<file path="config.mk">
export PLATFORM = sky130hd
export DESIGN_NAME = mc_ctrl_fsm
export DESIGN_NICKNAME = d
export VERILOG_FILES = /design/src/rtl/mc_ctrl_pkg.sv /design/src/rtl/mc_next_state.sv /design/src/rtl/mc_ctrl_decode.sv /design/src/rtl/mc_ctrl_fsm.sv
export SDC_FILE = /design/constraint.sdc
export NUM_CORES = 1
export LEC_CHECK = 0
export BUFFER_PORTS_ARGS = -buffer_cell sky130_fd_sc_hd__buf_4
export CAP_MARGIN = 10
export CORE_AREA = 2 2 39 41
export CTS_BUF_LIST = sky130_fd_sc_hd__clkbuf_2
export DETAILED_ROUTE_END_ITERATION = 7
export DIE_AREA = 0 0 41 43
export GPL_ROUTABILITY_DRIVEN = 0
export GPL_TIMING_DRIVEN = 0
export PLACE_DENSITY = 0.66
export SLEW_MARGIN = 20
export SYNTH_ARGS = -nofsm -noshare
export SYNTH_HDL_FRONTEND = slang
export SYNTH_SLANG_ARGS = --single-unit
</file>
<file path="constraint.sdc">
create_clock -name clk -period 2.11 [get_ports clk]
set_clock_uncertainty 0.15 [all_clocks]
set_input_delay 0.1055 -clock clk [delete_from_list [all_inputs] [get_ports clk]]
set_output_delay 0.1055 -clock clk [all_outputs]
set_load 0.05 [all_outputs]
</file>
<file path="src/rtl/mc_ctrl_pkg.sv">
package mc_ctrl_pkg;

    localparam int OP_W = 6;
    localparam int ST_W = 4;

    localparam logic [OP_W-1:0] OPC_RREG  = 6'h00;
    localparam logic [OP_W-1:0] OPC_JUMP  = 6'h02;
    localparam logic [OP_W-1:0] OPC_BEQ   = 6'h04;
    localparam logic [OP_W-1:0] OPC_LOAD  = 6'h23;
    localparam logic [OP_W-1:0] OPC_STORE = 6'h2B;

    typedef enum logic [ST_W-1:0] {
        ST_FETCH  = 4'd0,
        ST_DECODE = 4'd1,
        ST_MADDR  = 4'd2,
        ST_MREAD  = 4'd3,
        ST_MWB    = 4'd4,
        ST_MWRITE = 4'd5,
        ST_EXEC   = 4'd6,
        ST_RDONE  = 4'd7,
        ST_BRANCH = 4'd8,
        ST_JUMP   = 4'd9,
        ST_UNDEF  = 4'd10,
        ST_OVF    = 4'd11
    } state_e;

    typedef enum logic [1:0] {
        FN_ADD   = 2'b00,
        FN_SUB   = 2'b01,
        FN_FIELD = 2'b10
    } alu_fn_e;

    typedef struct packed {
        logic       a_sel;
        logic [1:0] b_sel;
        alu_fn_e    alu_func;
        logic       dst_rd_sel;
        logic       rf_we;
        logic       wb_from_mem;
        logic       addr_from_alu;
        logic       mem_rd;
        logic       mem_wr;
        logic       instr_we;
        logic       pc_we;
        logic       pc_we_if_zero;
        logic [1:0] pc_src;
        logic       epc_we;
        logic       cause_we;
        logic       cause_code;
    } ctrl_t;

    // Decode dispatch: unknown opcodes fall to the undefined-opcode state.
    function automatic state_e dispatch(input logic [OP_W-1:0] op);
        case (op)
            OPC_RREG:            return ST_EXEC;
            OPC_LOAD, OPC_STORE: return ST_MADDR;
            OPC_BEQ:             return ST_BRANCH;
            OPC_JUMP:            return ST_JUMP;
            default:             return ST_UNDEF;
        endcase
    endfunction

endpackage

</file>
<file path="src/rtl/mc_next_state.sv">
module mc_next_state
    import mc_ctrl_pkg::*;
(
    input  state_e              cur,
    input  logic [OP_W-1:0]     opcode,
    input  logic                alu_overflow,
    output state_e              nxt
);
    always_comb begin
        nxt = ST_FETCH;
        case (cur)
            ST_FETCH:  nxt = ST_DECODE;
            ST_DECODE: nxt = dispatch(opcode);
            ST_MADDR:  nxt = (opcode == OPC_STORE) ? ST_MWRITE : ST_MREAD;
            ST_MREAD:  nxt = ST_MWB;
            ST_EXEC:   nxt = alu_overflow ? ST_OVF : ST_RDONE;
            default:   nxt = ST_FETCH;
        endcase
    end
endmodule

</file>
<file path="src/rtl/mc_ctrl_decode.sv">
module mc_ctrl_decode
    import mc_ctrl_pkg::*;
(
    input  state_e cur,
    output ctrl_t  ctl
);
    always_comb begin
        ctl = '0;
        case (cur)
            ST_FETCH: begin
                ctl.mem_rd   = 1'b1;
                ctl.instr_we = 1'b1;
                ctl.pc_we    = 1'b1;
                ctl.b_sel    = 2'b01;
                ctl.alu_func = FN_ADD;
            end
            ST_DECODE: begin
                ctl.b_sel    = 2'b11;
                ctl.alu_func = FN_ADD;
            end
            ST_MADDR: begin
                ctl.a_sel    = 1'b1;
                ctl.b_sel    = 2'b10;
                ctl.alu_func = FN_ADD;
            end
            ST_MREAD: begin
                ctl.mem_rd        = 1'b1;
                ctl.addr_from_alu = 1'b1;
            end
            ST_MWB: begin
                ctl.rf_we       = 1'b1;
                ctl.wb_from_mem = 1'b1;
            end
            ST_MWRITE: begin
                ctl.mem_wr        = 1'b1;
                ctl.addr_from_alu = 1'b1;
            end
            ST_EXEC: begin
                ctl.a_sel    = 1'b1;
                ctl.b_sel    = 2'b00;
                ctl.alu_func = FN_FIELD;
            end
            ST_RDONE: begin
                ctl.dst_rd_sel = 1'b1;
                ctl.rf_we      = 1'b1;
            end
            ST_BRANCH: begin
                ctl.a_sel         = 1'b1;
                ctl.alu_func      = FN_SUB;
                ctl.pc_we_if_zero = 1'b1;
                ctl.pc_src        = 2'b01;
            end
            ST_JUMP: begin
                ctl.pc_we  = 1'b1;
                ctl.pc_src = 2'b10;
            end
            ST_UNDEF, ST_OVF: begin
                ctl.b_sel      = 2'b01;
                ctl.alu_func   = FN_SUB;
                ctl.epc_we     = 1'b1;
                ctl.pc_we      = 1'b1;
                ctl.pc_src     = 2'b11;
                ctl.cause_we   = 1'b1;
                ctl.cause_code = (cur == ST_OVF);
            end
            default: ctl = '0;
        endcase
    end
endmodule

</file>
<file path="src/rtl/mc_ctrl_fsm.sv">
module mc_ctrl_fsm
    import mc_ctrl_pkg::*;
(
    input  logic            clk,
    input  logic            rst,
    input  logic [OP_W-1:0] opcode,
    input  logic            alu_overflow,
    output logic            a_sel,
    output logic [1:0]      b_sel,
    output logic [1:0]      alu_func,
    output logic            dst_rd_sel,
    output logic            rf_we,
    output logic            wb_from_mem,
    output logic            addr_from_alu,
    output logic            mem_rd,
    output logic            mem_wr,
    output logic            instr_we,
    output logic            pc_we,
    output logic            pc_we_if_zero,
    output logic [1:0]      pc_src,
    output logic            epc_we,
    output logic            cause_we,
    output logic            cause_code
);
    state_e state_q;
    state_e state_d;
    ctrl_t  ctl;

    mc_next_state u_next (
        .cur          (state_q),
        .opcode       (opcode),
        .alu_overflow (alu_overflow),
        .nxt          (state_d)
    );

    mc_ctrl_decode u_dec (
        .cur (state_q),
        .ctl (ctl)
    );

    // The state register also holds the overflow sample taken at the end of execute.
    always_ff @(posedge clk) begin
        if (rst) state_q <= ST_FETCH;
        else     state_q <= state_d;
    end

    assign a_sel         = ctl.a_sel;
    assign b_sel         = ctl.b_sel;
    assign alu_func      = ctl.alu_func;
    assign dst_rd_sel    = ctl.dst_rd_sel;
    assign rf_we         = ctl.rf_we;
    assign wb_from_mem   = ctl.wb_from_mem;
    assign addr_from_alu = ctl.addr_from_alu;
    assign mem_rd        = ctl.mem_rd;
    assign mem_wr        = ctl.mem_wr;
    assign instr_we      = ctl.instr_we;
    assign pc_we         = ctl.pc_we;
    assign pc_we_if_zero = ctl.pc_we_if_zero;
    assign pc_src        = ctl.pc_src;
    assign epc_we        = ctl.epc_we;
    assign cause_we      = ctl.cause_we;
    assign cause_code    = ctl.cause_code;
endmodule

</file>
**After elaboration in Yosys (flattened, before gate mapping)**

Cells that the tools add are included.

- Register bits after elaboration: 4
- Logic and storage cells: 45

- Reduce and logical (&&, ||, !) cells: 11
- Eq/ne operators: 15
- Mux-type cells: 18

Operator list:

| cell | count |
|---|---|
| 4-bit case mux with 5 select lines | 1 |
| 4-bit by 3-bit == test with 1-bit output, second input constant | 4 |
| 4-bit == test, second input constant | 4 |
| 4-bit case mux with 4 select lines | 1 |
| 6-bit == test, second input constant | 2 |
| 2-bit case mux with 3 select lines | 2 |
| 1-bit 2-to-1 mux | 10 |
| 2-bit OR reduction | 5 |
| 3-bit OR reduction | 3 |
| 4-bit by 2-bit == test with 1-bit output, second input constant | 2 |
| 6-bit by 2-bit == test with 1-bit output, second input constant | 1 |
| 6-bit by 3-bit == test with 1-bit output, second input constant | 1 |
| 6-bit logical NOT | 1 |
| 3-bit 2-to-1 mux | 2 |
| 4-bit by 1-bit == test with 1-bit output, second input constant | 1 |
| 4-bit logical NOT | 1 |
| 4-bit 2-to-1 mux | 1 |
| 2-bit case mux with 2 select lines | 1 |
| 4-bit OR reduction | 1 |

**Longest topological paths before layout**

Gate-level depths: netlist of run 1.

- Depth in word-level cells: 4
- Gate-level depth with buffers: 4

**Cells and area by module**

A second synthesis of run 1 with hierarchy kept.

- Cells, all modules: 63
- Area, all modules: 483.0 sq um

By module, submodules not included:

| module | instances | cells an instance | area an instance (sq um) |
|---|---|---|---|
| mc_ctrl_decode | 1 | 32 | 224.0 |
| mc_next_state | 1 | 23 | 153.9 |
| mc_ctrl_fsm | 1 | 8 | 105.1 |

**Worst setup path after synthesis of run 1**

Ideal clock, no wire load.

- Kind: reg2out
- From: register state_q[1]
- To: output pc_we
- Cell stages (with the launch flop): 4
- Path slack: -0.121 ns
- Path buffers: 1
- Arrival time: 1.975 ns
- Path through: dfxtp_1 buf_4 nor4_2 or2_1

- Longest elaborated chain between the ends: 3

Ends and longest elaborated chain:

| item | line | text |
|---|---|---|
| start, declared | mc_ctrl_fsm.sv:25 | `state_e state_q;` |
| start signal, assigned | mc_ctrl_fsm.sv:44 | `else state_q <= state_d;` |
| 4-bit == test or 4-bit logical NOT (tied branches) | mc_ctrl_decode.sv:9 | `case (cur)` |
| 4-bit OR reduction (no line) (*) | -- |  |
| 1-bit 2-to-1 mux (*) | mc_ctrl_decode.sv:9 |  |
| end, declared | mc_ctrl_fsm.sv:18 | `output logic pc_we,` |

Mark *: on every way between the ends. The rest lies on a longest branch, timed or not.

**Final worst setup path of run 1**

- From: register state_q[2]
- To: output a_sel

- Longest elaborated chain between the ends: 3

Ends and longest elaborated chain:

| item | line | text |
|---|---|---|
| 4-bit by 2-bit == test with 1-bit output (tied with other cells) | mc_ctrl_decode.sv:9 |  |
| 3-bit OR reduction (no line) (*) | -- |  |
| 1-bit 2-to-1 mux (*) | mc_ctrl_decode.sv:9 |  |
| end, declared | mc_ctrl_fsm.sv:8 | `output logic a_sel,` |

Marked as above.

==> results of run 1 <==
layer usage:
metal / global-route usage, % / part of all wire (%)
met3: 3.141 / 9.0
met5: 0 / 0
met1: 17.68 / 41
met4: 10.00 / 2.7
met2: 23.75 / 47
Yosys cell counts:
master | count | area (um2)
nor2_1 | 14 | 52.55
a21oi_1 | 4 | 20.02
buf_4 | 4 | 30.03
dfxtp_1 | 4 | 80.08
nand2_1 | 4 | 15.01
nor3_1 | 3 | 15.01
nor4_2 | 3 | 37.54
nand2b_1 | 2 | 12.51
nand4_1 | 2 | 12.51
o21ai_0 | 2 | 10.01
or2_1 | 2 | 12.51
xor2_1 | 2 | 17.52
a211oi_1 | 1 | 7.510
a22o_1 | 1 | 8.760
a22oi_1 | 1 | 7.510
a32o_1 | 1 | 10.01
and3_1 | 1 | 6.260
buf_6 | 1 | 11.26
inv_1 | 1 | 3.750
inv_2 | 1 | 3.750
mux2_2 | 1 | 11.26
nand2b_2 | 1 | 8.760
nand2b_4 | 1 | 13.76
nand3_1 | 1 | 5.000
nor2b_1 | 1 | 6.260
nor3_2 | 1 | 10.01
nor3b_1 | 1 | 7.510
nor4_1 | 1 | 6.260
xnor2_1 | 1 | 8.760
worst paths after layout:
check                             startpoint          to  depth (start not counted)
worst max register to register    state_q[0]  state_q[3]                          3
worst max-delay path              state_q[2]       a_sel                          4
worst min-delay path            alu_overflow  state_q[3]                          2
worst min register to register    state_q[0]  state_q[0]                          2
cell families (layout without fill, tap and decap cells):
family	count (synthesis)	in the layout
AND/OR/NAND/NOR	38	38
AO/OA/AOI/OAI	10	10
buffers and inverters	7	37
flip-flops	4	4
XOR/XNOR	3	3
multiplexers	1	1
through the flow:
step | util, % | hold slack (ps) | cell area (um2) | setup WS (ps) | power, uW
6_report | 50.45 | 24.16 | 698.2 | 479.8 | 503.8
5_1_grt | 50.45 | 40.39 | 698.2 | 429.0 | 528.3
4_1_cts | 50.45 | 20.19 | 698.2 | 471.4 | 506.2
3_5_place_dp | 49.37 | 237.3 | 683.2 | 708.9 | 435.2
3_3_place_gp | 49.37 | 235.2 | 683.2 | 709.7 | 432.6
2_1_floorplan | - | 104.9 | 460.4 | 56.82 | 342.1
power groups by stage:
stage	Sequential [uW]	Combinational (uW)	Clock, uW
after floorplan	92.8	249	0
after global placement	94.1	338	0
after detailed placement	93.9	341	0
after CTS	92.8	342	71.7
after global routing	93.7	363	71.7
final	92.7	341	70.6
final cells by class:
type / count / area [um2]
multi-input cells: 52 / 331.6
repair buffers: 27 / 202.7
flip-flops and latches: 4 / 80.08
fillers: 145 / 685.7
clock buffers: 3 / 15.01
well taps: 16 / 20.02
inverters: 2 / 7.507
plain buffers: 5 / 41.29
==> impl_metrics.yaml, run 1 <==
flow_run:
  cap_violations: 0
critical_path:
  path_class: "flop to primary output"
  cp.required_ps: 1850
  cp.arrival_ps: 1370
  r2r_slack_ps: 880
  setup.worst_path.end_class: "primary output"
  start_kind: "flop"
  critPathSlowestCell: "dfxtp_1"
  cp_max_fo: 7
  path_cells: "nand2b_2 -> mux2_2 -> nor2_1 -> buf_4"
  crit_family: "flip-flops"
  timing.critical_path.buf_inv: 1
  max_stage_delay_ps: 340
sta:
  min_period_ps: 1630
  max_slew_margin_pct: 78.39
  worst_pin_slew_ps: 321.5
  drv_slew: 0
  fmax_ghz: 0.6134
  grt_setup_unrepaired: "false"
  setup_viol: 0
  hold_viol: 0
  setup-tns-final_ps: 0
  period_share_pct: 77.26
power_and_ir_drop:
  seqPwrFrac_pct: 18.4
  power.density_mw_per_mm2: 721.7
  p_sw_uw: 266.9
  power.leakage_uw: 0.0003210
  p_comb_share_pct: 67.6
  vdd_drop_max_mv: 0.2551
  p_int_uw: 236.9
  sw_frac_of_total_pct: 52.97
  clockPowerShare_pct: 14.0
detailed_routing:
  drt-initial-drc-count: 18
  drtPass1Iterations: 4
  routed-via-count: 552
  drc: 0
  detail_route.vias_per_cell: 5.064
  wirelength_um: 1200
  wire_per_inst_um: 11.01
  ant_nets: 0
final_layout:
  final_common_cell: "buf_4"
  area_growth_pct: 54.57
  reg_top3: "state_q (4)"
  largest_reg_flops: 4
  fin_nets: 104
  finalNonFillerCells: 109
  antennaDiodeCount: 0
  regMostFlops: "state_q"
  mostFrequentLayoutCells: "buf_4, nor2_1, a21oi_1, nand2_1, dfxtp_1"
  drive_gt1_share_pct: 46.24
place:
  numPortBuffers: 27
  post-dp-hpwl_um: 949.2
  place_inst: 106
synthesis:
  synth_simple_gate_area_share_pct: 49.03
  syn-cell-area_um2: 451.7
  syn_nets: 72
  synthAdderAreaFrac_pct: 0
  syn_inst: 63
  synth_compound_area_share_pct: 14.13
  synth_xor_area_share_pct: 5.817
  ys_types: 29
  synth_top_family_by_area: "simple AND/OR/NAND/NOR gates"
  ys_ff_latch: 4
  synthMuxAreaShare_pct: 2.493
  seq_area_frac_synth_pct: 17.73
  syn_area_per_cell_um2: 7.170
  synth_warnings: 0
clock_tree:
  post_cts_resized: 0
  cts_tree: "yes"
  post_cts_buffers: 0
  cts.clk_slew.worst_paths_ps: 40
  worstSkewPairLatency_ps: 220
  cts_sinks: 4
  cts_hold_buf: 0
  htreeDepth: 1
  cts_root_buffer: "clkbuf_2"
  cts_buffers: 3
  clk_path_buf_depth: 2
status:
  status: "completed"
die:
  dieArea_mm2: 0.001763
  core-area_mm2: 0.001384
  num_rows: 14
  initial_core_util_pct: 32.64
  ios: 28
  die_w_um: 41
  fp.dieH_um: 43
global_routing:
  grt_pass1_wl_um: 1849
  grt-ovfl-total: 0
  grt_pass1_vias: 459
  antenna_found_initial: 0
  grt_max_degree: 11
  grt_usage_pct: 15.26
worst_hold_path:
  hold_class: "primary input to flop"
Note: power is estimated with default switching activity, not from simulation.
==> run 2: changes to the inputs <==
Settings changed: ABC_AREA from default to 1, PLACE_DENSITY 0.66 to 0.64.
Clock period 2.11 ns to 1.5 ns, I/O delays scaled along.
==> impl_metrics.yaml, run 2 <==
final_layout:
  final_util_pct: 59.40
  fin_nets: 134
  mostFrequentLayoutCells: "nor2_1, buf_4, inv_1"
  regMostFlops: "state_q"
  num-fill-cells: 143
  largest_reg_flops: 4
  reg_top3: "state_q (4)"
  drive_gt1_share_pct: 47.15
  final_cell_area_um2: 822.0
  antennaDiodeCount: 0
  area_growth_pct: 88.79
clock_tree:
  cts.clk_slew.worst_paths_ps: 40
  htreeDepth: 1
  worstSkewPairLatency_ps: 200
  cts_sinks: 4
  cts_buffers: 3
  clk_path_buf_depth: 2
  cts_tree: "yes"
  cts_root_buffer: "clkbuf_2"
critical_path:
  cp.arrival_ps: 1200
  setup.worst_path.end_class: "primary output"
  path_cells: "nor2_4 -> inv_2 -> nor2_4 -> inv_1 -> o21ai_2 -> buf_6"
  path_class: "flop to primary output"
  rr_worst_depth: 6
  cp.required_ps: 1270
  start_kind: "flop"
  critPathSlowestCell: "dfxtp_4"
  max_stage_delay_ps: 370
  cp_common_cell: "nor2_4"
  cp_max_fo: 6
sta:
  fmax_ghz: 0.7038
  hold_viol: 0
  period_share_pct: 94.73
  max_slew_margin_pct: 84.08
  setup_viol: 0
  grt_setup_unrepaired: "true"
  min_period_ps: 1421
  drv_slew: 0
  worst_pin_slew_ps: 238.0
power_and_ir_drop:
  p_comb_share_pct: 69.0
  sw_frac_of_total_pct: 53.28
  power.leakage_uw: 0.0004389
  p_int_uw: 353.4
  p_sw_uw: 403.1
  seqPwrFrac_pct: 18.6
  power.density_mw_per_mm2: 920.3
  clockPowerShare_pct: 12.4
  vdd_drop_max_mv: 0.3878
  power_uw: 756.5
detailed_routing:
  wire_per_inst_um: 8.496
  detail_route.vias_per_cell: 4.388
  drtPass1Iterations: 2
  wirelength_um: 1181
  drc: 0
  drt-initial-drc-count: 1
  routed-via-count: 610
  ant_nets: 0
die:
  core-area_mm2: 0.001384
  dieArea_mm2: 0.001763
  fp.dieH_um: 43
  die_w_um: 41
  initial_core_util_pct: 31.46
  ios: 28
  num_rows: 14
synthesis:
  synth_most_common_cell: "nor2_1"
  ys_top_cells_by_area: "nor2_1, dfxtp_1, inv_1"
  synthTopCellsByCount: "nor2_1, inv_1, nand2_1, nand3_1, dfxtp_1"
  synth_flop_cell: "dfxtp_1"
  ys_ff_latch: 4
  syn-cell-area_um2: 435.4
  synth_area_leader_cell: "nor2_1"
  syn_nets: 98
  seq_area_frac_synth_pct: 18.39
  async_reset_ff_share_pct: 0
  synth.top_cell.area_share_pct: 25.86
  ys_types: 12
  synth_warnings: 0
  syn_area_per_cell_um2: 4.892
  synth_edf_count: 0
  syn_inst: 89
place:
  post-dp-hpwl_um: 957.9
  dpl_cell_area_um2: 704.4
  numPortBuffers: 27
global_routing:
  grt_pass1_wl_um: 1780
  grt_usage_pct: 14.54
  grt_pass1_vias: 484
  grt_max_degree: 8
  antenna_found_initial: 0
  grt-ovfl-total: 0
worst_hold_path:
  hold_depth: 6
  hold_class: "primary input to flop"
status:
  status: "completed"
flow_run:
  cap_violations: 0
-- run 2: per-stage QoR --
step	setup TNS, ps	hold WS, ps	setup slack [ps]	cells
2_1_floorplan	-171.8	-5.934	-47.21	89
4_1_cts	0	143.0	2.934	138
5_1_grt	-20.96	188.9	-12.80	139
3_3_place_gp	0	118.0	167.9	132
6_report	0	152.4	79.07	139
3_5_place_dp	0	114.7	163.4	132
-- run 2: kinds of logic (layout without fill, tap and decap cells) --
group / count (synthesis) / in the layout / synth area share [%]
and+or+nand+nor: 58 / 58 / 54.89
AOI/OAI and AO/OA: 7 / 7 / 8.619
buffers and inverters: 20 / 54 / 18.10
DFF: 4 / 4 / 18.39
-- run 2: metal layers --
metal	vias up	wire, um	track usage, %
met5	-	0	0
met2	23	611	26.56
li1	335	-	-
met3	2	83	1.571
met1	250	466	15.38
met4	0	19	6.000
-- run 2: timing repair --
action,4_1_cts,5_1_grt
pin swaps,1,2
hold endpoints to repair,4,0
resized for setup,4,21
gates cloned,0,0
setup endpoints to repair,6,12
hold buffers,2,0
setup buffers,1,1
-- run 2: path summary, 6_finish.rpt --
kind | startpoint | end | slack (ps)
worst max-delay path | state_q[1] | pc_we | 80
worst min-delay path | opcode[4] | state_q[2] | 150
worst max register to register | state_q[3] | state_q[2] | 250
worst min register to register | state_q[0] | state_q[0] | 460
-- run 2: worst max-delay path: cells and delay by family, from the launching register on --
kind                   cells  cell delay [ps]
buffers and inverters      3              330
and+or+nand+nor            2              230
DFF                        1              370
AOI/OAI and AO/OA          1               70
-- run 2: power by group through the flow --
stage	registers (uW)	clock network (uW)	logic [uW]
final	141	93.9	522
after detailed placement	134	0	463
after global routing	143	111	559
after floorplan	131	0	343
after CTS	134	97.3	478
after global placement	133	0	461
-- run 2: layout make-up --
class                      count  area (um2)  area share (%)
sequential                     4       90.09           10.96
timing repair buffer          31       260.3           31.66
clock buffer                   3       15.01           1.826
tap                           16       20.02           2.435
multi-input combinational     65       355.3           43.23
inverter                      19       73.82           8.980
buffer                         1       7.507          0.9132
